--- src/rtl/sic_pkg.sv ---
package sic_pkg;
  localparam int unsigned OFS_STATUS = 0;
  localparam int unsigned OFS_SET    = 1;
  localparam int unsigned OFS_CLR    = 2;
  localparam int unsigned OFS_ROUTE  = 3;
endpackage

--- src/rtl/sic_enable_bank.sv ---
module sic_enable_bank #(
  parameter int unsigned N_SRC = 32
) (
  input  logic             clk_i,
  input  logic             rst_i,
  input  logic             set_stb_i,
  input  logic             clr_stb_i,
  input  logic [N_SRC-1:0] bits_i,
  output logic [N_SRC-1:0] en_o
);
  for (genvar i = 0; i < N_SRC; i++) begin : g_bit
    always_ff @(posedge clk_i) begin
      if (rst_i) begin
        en_o[i] <= 1'b0;
      end else if (set_stb_i && bits_i[i]) begin
        en_o[i] <= 1'b1;
      end else if (clr_stb_i && bits_i[i]) begin
        en_o[i] <= 1'b0;
      end
    end
  end
endmodule

--- src/rtl/sic_route_reg.sv ---
module sic_route_reg #(
  parameter int unsigned      N_SRC        = 32,
  parameter logic [N_SRC-1:0] CASCADE_ONLY = '0
) (
  input  logic             clk_i,
  input  logic             rst_i,
  input  logic             wr_stb_i,
  input  logic [N_SRC-1:0] bits_i,
  output logic [N_SRC-1:0] route_o
);
  localparam logic [N_SRC-1:0] WRITABLE = ~CASCADE_ONLY;

  always_ff @(posedge clk_i) begin
    if (rst_i) begin
      route_o <= '0;
    end else if (wr_stb_i) begin
      route_o <= bits_i & WRITABLE;
    end
  end
endmodule

--- src/rtl/sic_fanout.sv ---
module sic_fanout #(
  parameter int unsigned N_SRC = 32
) (
  input  logic             clk_i,
  input  logic             rst_i,
  input  logic [N_SRC-1:0] irq_i,
  input  logic [N_SRC-1:0] en_i,
  input  logic [N_SRC-1:0] route_i,
  output logic             cascade_o,
  output logic [N_SRC-1:0] direct_o
);
  logic [N_SRC-1:0] pool;

  always_comb pool = irq_i & en_i & ~route_i;

  always_ff @(posedge clk_i) begin
    if (rst_i) begin
      cascade_o <= 1'b0;
      direct_o  <= '0;
    end else begin
      cascade_o <= |pool;
      direct_o  <= irq_i & route_i;
    end
  end
endmodule

--- src/rtl/sic_readback.sv ---
module sic_readback
  import sic_pkg::*;
#(
  parameter int unsigned N_SRC  = 32,
  parameter int unsigned ADDR_W = 4
) (
  input  logic              clk_i,
  input  logic              rst_i,
  input  logic [ADDR_W-1:0] addr_i,
  input  logic [N_SRC-1:0]  irq_i,
  input  logic [N_SRC-1:0]  en_i,
  input  logic [N_SRC-1:0]  route_i,
  output logic [N_SRC-1:0]  rdata_o
);
  logic [N_SRC-1:0] sel;

  always_comb begin
    sel = '0;
    if (addr_i == ADDR_W'(OFS_STATUS))     sel = irq_i & en_i;
    else if (addr_i == ADDR_W'(OFS_SET))   sel = en_i;
    else if (addr_i == ADDR_W'(OFS_CLR))   sel = en_i;
    else if (addr_i == ADDR_W'(OFS_ROUTE)) sel = route_i;
  end

  always_ff @(posedge clk_i) begin
    if (rst_i) rdata_o <= '0;
    else       rdata_o <= sel;
  end
endmodule

--- src/rtl/sic_cascade_ctrl.sv ---
module sic_cascade_ctrl
  import sic_pkg::*;
#(
  parameter int unsigned      N_SRC        = 32,
  parameter int unsigned      ADDR_W       = 4,
  parameter logic [N_SRC-1:0] CASCADE_ONLY = N_SRC'(32'h0000_01FF)
) (
  input  logic              clk_i,
  input  logic              rst_i,
  input  logic [ADDR_W-1:0] addr_i,
  input  logic [N_SRC-1:0]  wdata_i,
  input  logic              we_i,
  output logic [N_SRC-1:0]  rdata_o,
  input  logic [N_SRC-1:0]  irq_i,
  output logic              cascade_o,
  output logic [N_SRC-1:0]  direct_o
);
  logic             set_stb, clr_stb, route_stb;
  logic [N_SRC-1:0] en_mask;
  logic [N_SRC-1:0] route_mask;

  always_comb begin
    set_stb   = we_i && (addr_i == ADDR_W'(OFS_SET));
    clr_stb   = we_i && (addr_i == ADDR_W'(OFS_CLR));
    route_stb = we_i && (addr_i == ADDR_W'(OFS_ROUTE));
  end

  sic_enable_bank #(.N_SRC(N_SRC)) u_enable (
    .clk_i(clk_i), .rst_i(rst_i), .set_stb_i(set_stb), .clr_stb_i(clr_stb),
    .bits_i(wdata_i), .en_o(en_mask)
  );

  sic_route_reg #(.N_SRC(N_SRC), .CASCADE_ONLY(CASCADE_ONLY)) u_route (
    .clk_i(clk_i), .rst_i(rst_i), .wr_stb_i(route_stb),
    .bits_i(wdata_i), .route_o(route_mask)
  );

  sic_fanout #(.N_SRC(N_SRC)) u_fanout (
    .clk_i(clk_i), .rst_i(rst_i), .irq_i(irq_i), .en_i(en_mask),
    .route_i(route_mask), .cascade_o(cascade_o), .direct_o(direct_o)
  );

  sic_readback #(.N_SRC(N_SRC), .ADDR_W(ADDR_W)) u_read (
    .clk_i(clk_i), .rst_i(rst_i), .addr_i(addr_i), .irq_i(irq_i),
    .en_i(en_mask), .route_i(route_mask), .rdata_o(rdata_o)
  );
endmodule

--- config.mk ---
export PLATFORM = sky130hd
export DESIGN_NAME = sic_cascade_ctrl
export DESIGN_NICKNAME = d
export VERILOG_FILES = /design/src/rtl/sic_pkg.sv /design/src/rtl/sic_enable_bank.sv /design/src/rtl/sic_route_reg.sv /design/src/rtl/sic_fanout.sv /design/src/rtl/sic_readback.sv /design/src/rtl/sic_cascade_ctrl.sv
export SDC_FILE = /design/constraint.sdc
export NUM_CORES = 1
export LEC_CHECK = 0
export CAP_MARGIN = 5
export CORE_ASPECT_RATIO = 0.7
export CORE_MARGIN = 2
export CORE_UTILIZATION = 25
export CTS_BUF_LIST = sky130_fd_sc_hd__clkbuf_16
export CTS_CLUSTER_SIZE = 8
export DETAILED_ROUTE_END_ITERATION = 8
export PLACE_DENSITY = 0.6
export SLEW_MARGIN = 15
export SYNTH_ARGS = -nofsm -noshare
export SYNTH_HDL_FRONTEND = slang
export SYNTH_SLANG_ARGS = --single-unit
--- constraint.sdc ---
create_clock -name clk_i -period 1.1 [get_ports clk_i]
set_input_delay 0.22 -clock clk_i [delete_from_list [all_inputs] [get_ports clk_i]]
set_output_delay 0.22 -clock clk_i [all_outputs]
set_load 0.02 [all_outputs]
==> flow_metrics.env <==
export IMPL_run_status="complete, but fails checks"
export IMPL_violations="setup timing"
export IMPL_layout_nets=838
export IMPL_seq_area_frac_synth=0.500
export IMPL_async_flop_share=0
export IMPL_grt_setup_unrepaired="true"
export IMPL_wl_met1_mm=7.00
export IMPL_yosys_area_top_type="dfxtp_1"
export IMPL_power_switching_mw=1.91
export IMPL_dieArea_um2=18900
export IMPL_synth_top_area_frac=0.500
export IMPL_worst_slack_ps=-300
export IMPL_routed_top_layer="met4"
export IMPL_wl_met2_mm=6.27
export IMPL_power_frac_seq=0.513
export IMPL_grt_max_degree=54
export IMPL_area_delta_synth_final_pct=52.0
export IMPL_grt_pass1_wl_mm=22.4
export IMPL_cp_required_ps=1320
export IMPL_route_detailed_drc=0
export IMPL_yosysWarnings=0
export IMPL_fmax_mhz=714
export IMPL_ir_drop_uv=597
export IMPL_core_um2=17300
export IMPL_maxCapViolations=0
export IMPL_min_delay_path_class="primary input to flop"
export IMPL_gr_total_overflow=0
export IMPL_initial_core_util=0.258
export IMPL_leakage_nw=2.77
export IMPL_synth_area_um2=4450
export IMPL_final_antenna_net_count=0
export IMPL_power_density_nw_per_um2=1170
export IMPL_vias=4314
export IMPL_cts_clk_slew_worst_paths_ps=70
export IMPL_drt_first_pass_iters=5
export IMPL_clock_skew_final_ps=6.99
export IMPL_hpwl_mm=9.74
export IMPL_place_ws_ps=-714
export IMPL_core_rowCount=40
export IMPL_routed_via_density=4.30
export IMPL_synth_cell_types=30
export IMPL_criticalPathCategory="primary input to flop"
export IMPL_grt_antenna_before_repair=1
export IMPL_intPower_mw=6.02
export IMPL_drt_initial_drc_count=216
export IMPL_die_h_um=116
export IMPL_final_layout_size_suffix_gt1_frac=0.264
export IMPL_synth_edf_count=0
export IMPL_synth_seq_cells=111
export IMPL_avgSynthCellArea_um2=7.80
export IMPL_yosysMostFrequentCell="nand2_1"
export IMPL_clkPwrFrac=0.381
export IMPL_swShare=0.241
export IMPL_yosys_top_cells_count="150 x nand2_1, 111 x dfxtp_1, 77 x a21oi_1"
export IMPL_clockRootBuffer="clkbuf_16"
export IMPL_gp_congestion=0.759
export IMPL_wl_met3_um=917
export IMPL_drt_wl_total_mm=14.3
export IMPL_ys_flop_type="dfxtp_1"
export IMPL_arrival_ps=1620
export IMPL_fin_hold_ws_ps=296
export IMPL_synth_area_leaders="dfxtp_1 50%, nand2_1 13%, a21oi_1 8.7%"
export IMPL_wire_per_inst_um=14.3
export IMPL_hold_buffers=0
export IMPL_diodes=0
export IMPL_worst_setup_path_start_kind="primary input"
export IMPL_numPortBuffers=126
export IMPL_fin_crit_sh=1.27
export IMPL_end_kind="flop"
export IMPL_clock_path_buffers=2
export IMPL_die_w_um=163
export IMPL_track_usage=0.155
export IMPL_grt_pass1_vias=4041
export IMPL_finalPower_mw=7.93
export IMPL_hold_viol_final=0
export IMPL_finalCriticalPeriod_ps=1400
export IMPL_syn_inst=570
export IMPL_clock_sinks=111
export IMPL_io_pins=136
export IMPL_worstSkewPairLatency_ps=350
export IMPL_numCtsBuffers=9
export IMPL_pwr_share_comb=0.106
export IMPL_worstPathMaxFanout=2
export IMPL_h_tree_depth=3
export IMPL_cts_tree="built"
export IMPL_final_setup_viol_count=1
export IMPL_slew_violations=0
-- state kept, by name, indices dropped and copies added, names as in the netlist --
name,cells
u_read.rdata_o,32
u_fanout.direct_o,23
u_enable.en_o,32
u_route.route_o,23
u_fanout.cascade_o,1
-- timing repair --
| action | in CTS | in global routing |
|---|---|---|
| setup buffers | 6 | 1 |
| endpoints found under the setup margin | 143 | 34 |
| pin swaps | 10 | 11 |
| gates cloned | 4 | 1 |
| resized for setup | 253 | 16 |
| endpoints found under the hold margin | 0 | 0 |
-- layer usage --
metal / track usage / vias to the layer above
li1: - / 2241
met1: 0.223 / 1950
met2: 0.235 / 114
met3: 0.0376 / 9
met4: 0.0360 / 0
met5: 0 / -
-- cell families after synthesis --
family,Yosys count,share of synthesized area
AOI/OAI and AO/OA,158,0.192
buffers and inverters,73,0.0799
other,1,0.000843
DFF,111,0.500
and+or+nand+nor,227,0.227
-- cell usage in the layout, fill, tap and decap left out, drive strengths merged --
| master | synthesis | routed |
|---|---|---|
| nand2 | 150 | 150 |
| and2b | 2 | 2 |
| a21oi | 87 | 87 |
| and3 | 1 | 1 |
| a222oi | 1 | 1 |
| nand4 | 1 | 1 |
| clkinvlp | 0 | 2 |
| and2 | 24 | 24 |
| nand3 | 2 | 2 |
| clkdlybuf4s50 | 0 | 64 |
| and4bb | 1 | 1 |
| nor3 | 2 | 2 |
| a41oi | 1 | 1 |
| nor4 | 2 | 2 |
| clkinv | 0 | 4 |
| o21a | 1 | 1 |
| o22ai | 6 | 6 |
| dfxtp | 111 | 111 |
| nand2b | 9 | 9 |
| a22oi | 3 | 3 |
| conb | 1 | 9 |
| dlygate4sd2 | 0 | 1 |
| nor2 | 25 | 25 |
| buf | 20 | 153 |
| inv | 32 | 33 |
| o21ai | 59 | 59 |
| clkbuf | 21 | 10 |
| nand3b | 8 | 8 |
-- cell type report --
type	instances	area, µm²
Inverter	32	120
Timing Repair Buffer	219	1890
Clock inverter	7	41.3
Fill cell	1799	10500
Clock buffer	9	225
Sequential cell	111	2220
Multi-Input combinational cell	394	1970
Tap cell	231	289
-- critical path, cell delays in order --
cell and delay [ps]:
clkdlybuf4s50_1 420, a222oi_1 430, nand3_1 250, nor3_2 180, a41oi_1 120
-- per-stage QoR --
stage                     area [µm²]  std cells   util  setup TNS (ps)
after floorplan                 4530        578      -           -1050
after global placement          6560        977  0.380          -54550
after detailed placement        6560        977  0.380          -56010
after CTS                       6730       1003  0.390            -312
after global routing            6760       1003  0.392            -348
final                           6760       1003  0.392            -300
-- final timing paths --
check | from | to | slack [ps] | depth (start not counted)
setup / recovery | irq_i[7] | u_fanout.cascade_o | -300 | 5
hold / removal | rst_i | u_enable.en_o[4] | 300 | 3
setup reg to reg | u_enable.en_o[7] | u_fanout.cascade_o | -300 | 4
hold reg to reg | u_route.route_o[18] | u_fanout.direct_o[18] | 460 | 2
-- power by group through the flow --
stage | sequential [mW] | clock (mW) | combinational [mW]
after floorplan | 4.17 | 0 | 0.262
after global placement | 4.16 | 0 | 0.805
after detailed placement | 4.16 | 0 | 0.804
after CTS | 4.07 | 3.13 | 0.841
after global routing | 4.07 | 3.29 | 0.914
final | 4.07 | 3.02 | 0.843
(Power assumes the default switching activity.)
